### src/rtl/opfwd_pkg.sv
package opfwd_pkg;

    localparam int unsigned REG_W   = 5;
    localparam int unsigned N_OPND  = 2;

    typedef enum logic [1:0] {
        SRC_FILE = 2'b00,
        SRC_PMEM = 2'b01,
        SRC_PEX  = 2'b10
    } opnd_src_e;

    typedef struct packed {
        logic             wr;
        logic [REG_W-1:0] dst;
    } producer_t;

    // A producer qualifies when it writes a nonzero register equal to src.
    function automatic logic producer_hits(input producer_t p,
                                           input logic [REG_W-1:0] src);
        return p.wr && (p.dst != '0) && (p.dst == src);
    endfunction

endpackage

### src/rtl/opfwd_match.sv
module opfwd_match
    import opfwd_pkg::*;
(
    input  producer_t        prod,
    input  logic [REG_W-1:0] src,
    output logic             hit
);
    always_comb hit = producer_hits(prod, src);
endmodule

### src/rtl/opfwd_pick.sv
module opfwd_pick
    import opfwd_pkg::*;
(
    input  logic      hit_pex,
    input  logic      hit_pmem,
    output opnd_src_e sel
);
    // Younger result takes precedence over older.
    always_comb begin
        if (hit_pex)       sel = SRC_PEX;
        else if (hit_pmem) sel = SRC_PMEM;
        else               sel = SRC_FILE;
    end
endmodule

### src/rtl/opfwd_opmux.sv
module opfwd_opmux
    import opfwd_pkg::*;
#(
    parameter int unsigned DATA_W = 32
) (
    input  logic [1:0]        sel,
    input  logic [DATA_W-1:0] from_file,
    input  logic [DATA_W-1:0] from_pmem,
    input  logic [DATA_W-1:0] from_pex,
    output logic [DATA_W-1:0] dout
);
    // Unused code 11 falls back to the register-file path.
    always_comb begin
        unique case (sel)
            SRC_PMEM: dout = from_pmem;
            SRC_PEX:  dout = from_pex;
            default:  dout = from_file;
        endcase
    end
endmodule

### src/rtl/opfwd_select_unit.sv
module opfwd_select_unit
    import opfwd_pkg::*;
#(
    parameter int unsigned DATA_W   = 32,
    parameter bit          WITH_MUX = 1'b1
) (
    input  logic [4:0]        ex_src_a,
    input  logic [4:0]        ex_src_b,
    input  logic              pex_wr,
    input  logic [4:0]        pex_dst,
    input  logic              pmem_wr,
    input  logic [4:0]        pmem_dst,
    input  logic [DATA_W-1:0] rf_val_a,
    input  logic [DATA_W-1:0] rf_val_b,
    input  logic [DATA_W-1:0] pex_res,
    input  logic [DATA_W-1:0] pmem_res,
    output logic [1:0]        sel_a,
    output logic [1:0]        sel_b,
    output logic [DATA_W-1:0] opnd_a,
    output logic [DATA_W-1:0] opnd_b
);
    producer_t               prod_pex, prod_pmem;
    logic [REG_W-1:0]        src   [N_OPND];
    logic [DATA_W-1:0]       rfv   [N_OPND];
    opnd_src_e               sel   [N_OPND];
    logic [DATA_W-1:0]       opnd  [N_OPND];
    logic [N_OPND-1:0]       hit_pex, hit_pmem;

    always_comb begin
        prod_pex  = '{wr: pex_wr,  dst: pex_dst};
        prod_pmem = '{wr: pmem_wr, dst: pmem_dst};
        src[0]    = ex_src_a;
        src[1]    = ex_src_b;
        rfv[0]    = rf_val_a;
        rfv[1]    = rf_val_b;
    end

    for (genvar g = 0; g < N_OPND; g++) begin : g_opnd
        opfwd_match u_m_pex (.prod(prod_pex),  .src(src[g]), .hit(hit_pex[g]));
        opfwd_match u_m_pmem(.prod(prod_pmem), .src(src[g]), .hit(hit_pmem[g]));
        opfwd_pick  u_pick  (.hit_pex(hit_pex[g]), .hit_pmem(hit_pmem[g]), .sel(sel[g]));

        if (WITH_MUX) begin : g_mux
            opfwd_opmux #(.DATA_W(DATA_W)) u_mux (
                .sel      (sel[g]),
                .from_file(rfv[g]),
                .from_pmem(pmem_res),
                .from_pex (pex_res),
                .dout     (opnd[g])
            );
        end else begin : g_pass
            always_comb opnd[g] = rfv[g];
        end
    end

    always_comb begin
        sel_a  = sel[0];
        sel_b  = sel[1];
        opnd_a = opnd[0];
        opnd_b = opnd[1];
    end
endmodule

### config.mk
export PLATFORM = sky130hd
export DESIGN_NAME = opfwd_select_unit
export DESIGN_NICKNAME = d
export VERILOG_FILES = /design/src/rtl/opfwd_pkg.sv /design/src/rtl/opfwd_match.sv /design/src/rtl/opfwd_pick.sv /design/src/rtl/opfwd_opmux.sv /design/src/rtl/opfwd_select_unit.sv
export SDC_FILE = /design/constraint.sdc
export NUM_CORES = 1
export LEC_CHECK = 0
export CORE_MARGIN = 4
export CORE_UTILIZATION = 32
export DETAILED_ROUTE_END_ITERATION = 10
export GPL_TIMING_DRIVEN = 0
export PLACE_DENSITY_LB_ADDON = 0.12
export SYNTH_ARGS = -nofsm -noshare
export SYNTH_HDL_FRONTEND = slang
export SYNTH_SLANG_ARGS = --single-unit
### constraint.sdc
create_clock -name vclk -period 3.5
set_input_delay 0.875 -clock vclk [all_inputs]
set_output_delay 0.875 -clock vclk [all_outputs]
set_load 0.02 [all_outputs]
==> results.sh <==
export IMPL_grt_max_degree=11
export IMPL_dp_hpwl_mm=10.9
export IMPL_drt_pass1_iter_count=5
export IMPL_critPathCaptureType="output pin"
export IMPL_place_area_um2=4660
export IMPL_numPortBuffers=218
export IMPL_synth_avg_cell_area_um2=6.00
export IMPL_fin_crit_sh_pct=101
export IMPL_layout_commonest_cell="clkdlybuf4s50_1"
export IMPL_required_ns=2.62
export IMPL_rsz0062_at_grt="yes"
export IMPL_synth_cell_types=26
export IMPL_seq_area_um2=0
export IMPL_worstPathArrival_ns=2.65
export IMPL_multi_input_area_um2=2420
export IMPL_remaining_drc_errors=0
export IMPL_grt_pass1_wl_mm=21.2
export IMPL_report_final_setup_viol=2
export IMPL_period_needed_ns=3.52
export IMPL_dieWidth_um=93.8
export IMPL_dieArea_um2=8800
export IMPL_wire_per_inst_um=20.9
export IMPL_ys_top_cells_by_area="o31ai_1 (20%), a31oi_1 (17%), nor3_1 (14%)"
export IMPL_die_h_um=93.8
export IMPL_clkbuf_count=0
export IMPL_total_power_mw=0.781
export IMPL_syn_area_um2=2360
export IMPL_grt_overflow=0
export IMPL_fillers=604
export IMPL_hold_viol=0
export IMPL_fin_area_um2=5280
export IMPL_final_max_slew_viol_count=0
export IMPL_gp_congestion=0.890
export IMPL_first_iter_violations=413
export IMPL_tightest_slew_ns=0.519
export IMPL_syn_to_final_growth_pct=124
export IMPL_insertedDiodeCount=0
export IMPL_synth_top_area_share_pct=20.1
export IMPL_ios=218
export IMPL_setup_tns_ns=-0.0266
export IMPL_grt_pass1_vias=4198
export IMPL_n_sequential_cell=0
export IMPL_yosysWarnings=0
export IMPL_via_count=4422
export IMPL_final_util_pct=73.2
export IMPL_fin_ws_ns=-0.0238
export IMPL_maxCapViolations=0
export IMPL_nets=777
export IMPL_ys_seq_area_share_pct=0
export IMPL_final_antenna_net_count=0
export IMPL_drt_total_wl_mm=15.2
export IMPL_num_rows=31
export IMPL_syn_inst=393
export IMPL_syn_num_nets=543
export IMPL_cts_hold_buf=0
export IMPL_start_util_pct=32.7
export IMPL_yosysTopAreaCell="o31ai_1"
export IMPL_viasPerCell=6.11
export IMPL_drive_above_1_share_pct=35.2
export IMPL_ir_drop_mv=0.0930
export IMPL_critical_path_class="in2out"
export IMPL_grtUsageTotal_pct=29.7
export IMPL_max_slew_margin_pct=65.4
export IMPL_hold_path_class="in2out"
export IMPL_crit_fanout=10
export IMPL_antenna_found_initial=0
export IMPL_core_area_um2=7210
export IMPL_outcome="finished with violations"
export IMPL_fmax_mhz=284
export IMPL_powerDensity_nw_per_um2=148
export IMPL_layout_common_cells="clkdlybuf4s50_1 (129), nor3_1 (63), a31oi_1 (53)"
export IMPL_violations="setup timing"
export IMPL_total_leakage_power_nw=1.97
export IMPL_start_kind="input port"
[worst max-delay path, cell delays in order]
cell and delay [ns]:
dlygate4sd2_1 0.30, xnor2_2 0.18, nand2_1 0.11, clkbuf_8 0.17, clkbuf_8 0.17, or4_1 0.42
a31oi_1 0.23, buf_4 0.19
[through the flow]
stage	hold WS (ns)	setup WS (ns)	cells
after floorplan	1.98	0.00198	393
after global placement	2.83	-1.09	710
after detailed placement	2.82	-1.11	710
after CTS	2.44	0.00110	716
after global routing	2.47	-0.109	724
final	2.44	-0.0238	724
[what timing repair did]
action	CTS	global route
hold endpoints to repair	0	0
resized for setup	519	82
gates cloned	3	1
setup buffers	6	7
pin swaps	23	19
endpoints found under the setup margin	68	64
[logic make-up (layout without fill, tap and decap cells)]
group                  Yosys count  count (layout)  synth area share, %
AND/OR/NAND/NOR                142             142                 36.1
XOR/XNOR                        20              20                 7.43
buffers and inverters           99             330                 17.1
AO/OA/AOI/OAI                  132             133                 39.3
[layout make-up]
cell class / count / share of cell area, %
multi-input cells: 295 / 45.9
repair buffers: 234 / 38.9
plain buffers: 61 / 10.3
inverters: 35 / 2.54
well taps: 99 / 2.35
[where the power goes]
group	internal [mW]	switching (mW)
Combinational	0.363	0.418
Clock	0	0
Sequential	0	0
[Yosys cell counts (all sizes together)]
cell     n
inv     35
or2      3
o31a     2
a31oi   63
xnor2   15
nor3    64
o31ai   63
a21boi   1
clkbuf  42
nor2     1
nand2    1
nand3    1
or3      2
nor4     4
o211ai   2
or4     32
xor2     5
nand4   34
a21bo    1
buf     22
[metal layers]
layer  share of wire [%]  vias to the layer above  track usage (%)
met3                  10                       35             5.29
li1                    -                     2033                -
met5                   0                        -                0
met1                  37                     2089             35.9
met4                 2.4                        0             4.81
met2                  50                      265             55.1
[final timing paths]
kind	from	endpoint	slack, ns	depth (start not counted)
min	rf_val_b[7]	opnd_b[7]	2.44	4
max	ex_src_a[4]	opnd_a[27]	-0.02	8
Power figures use the tool's default switching activity.
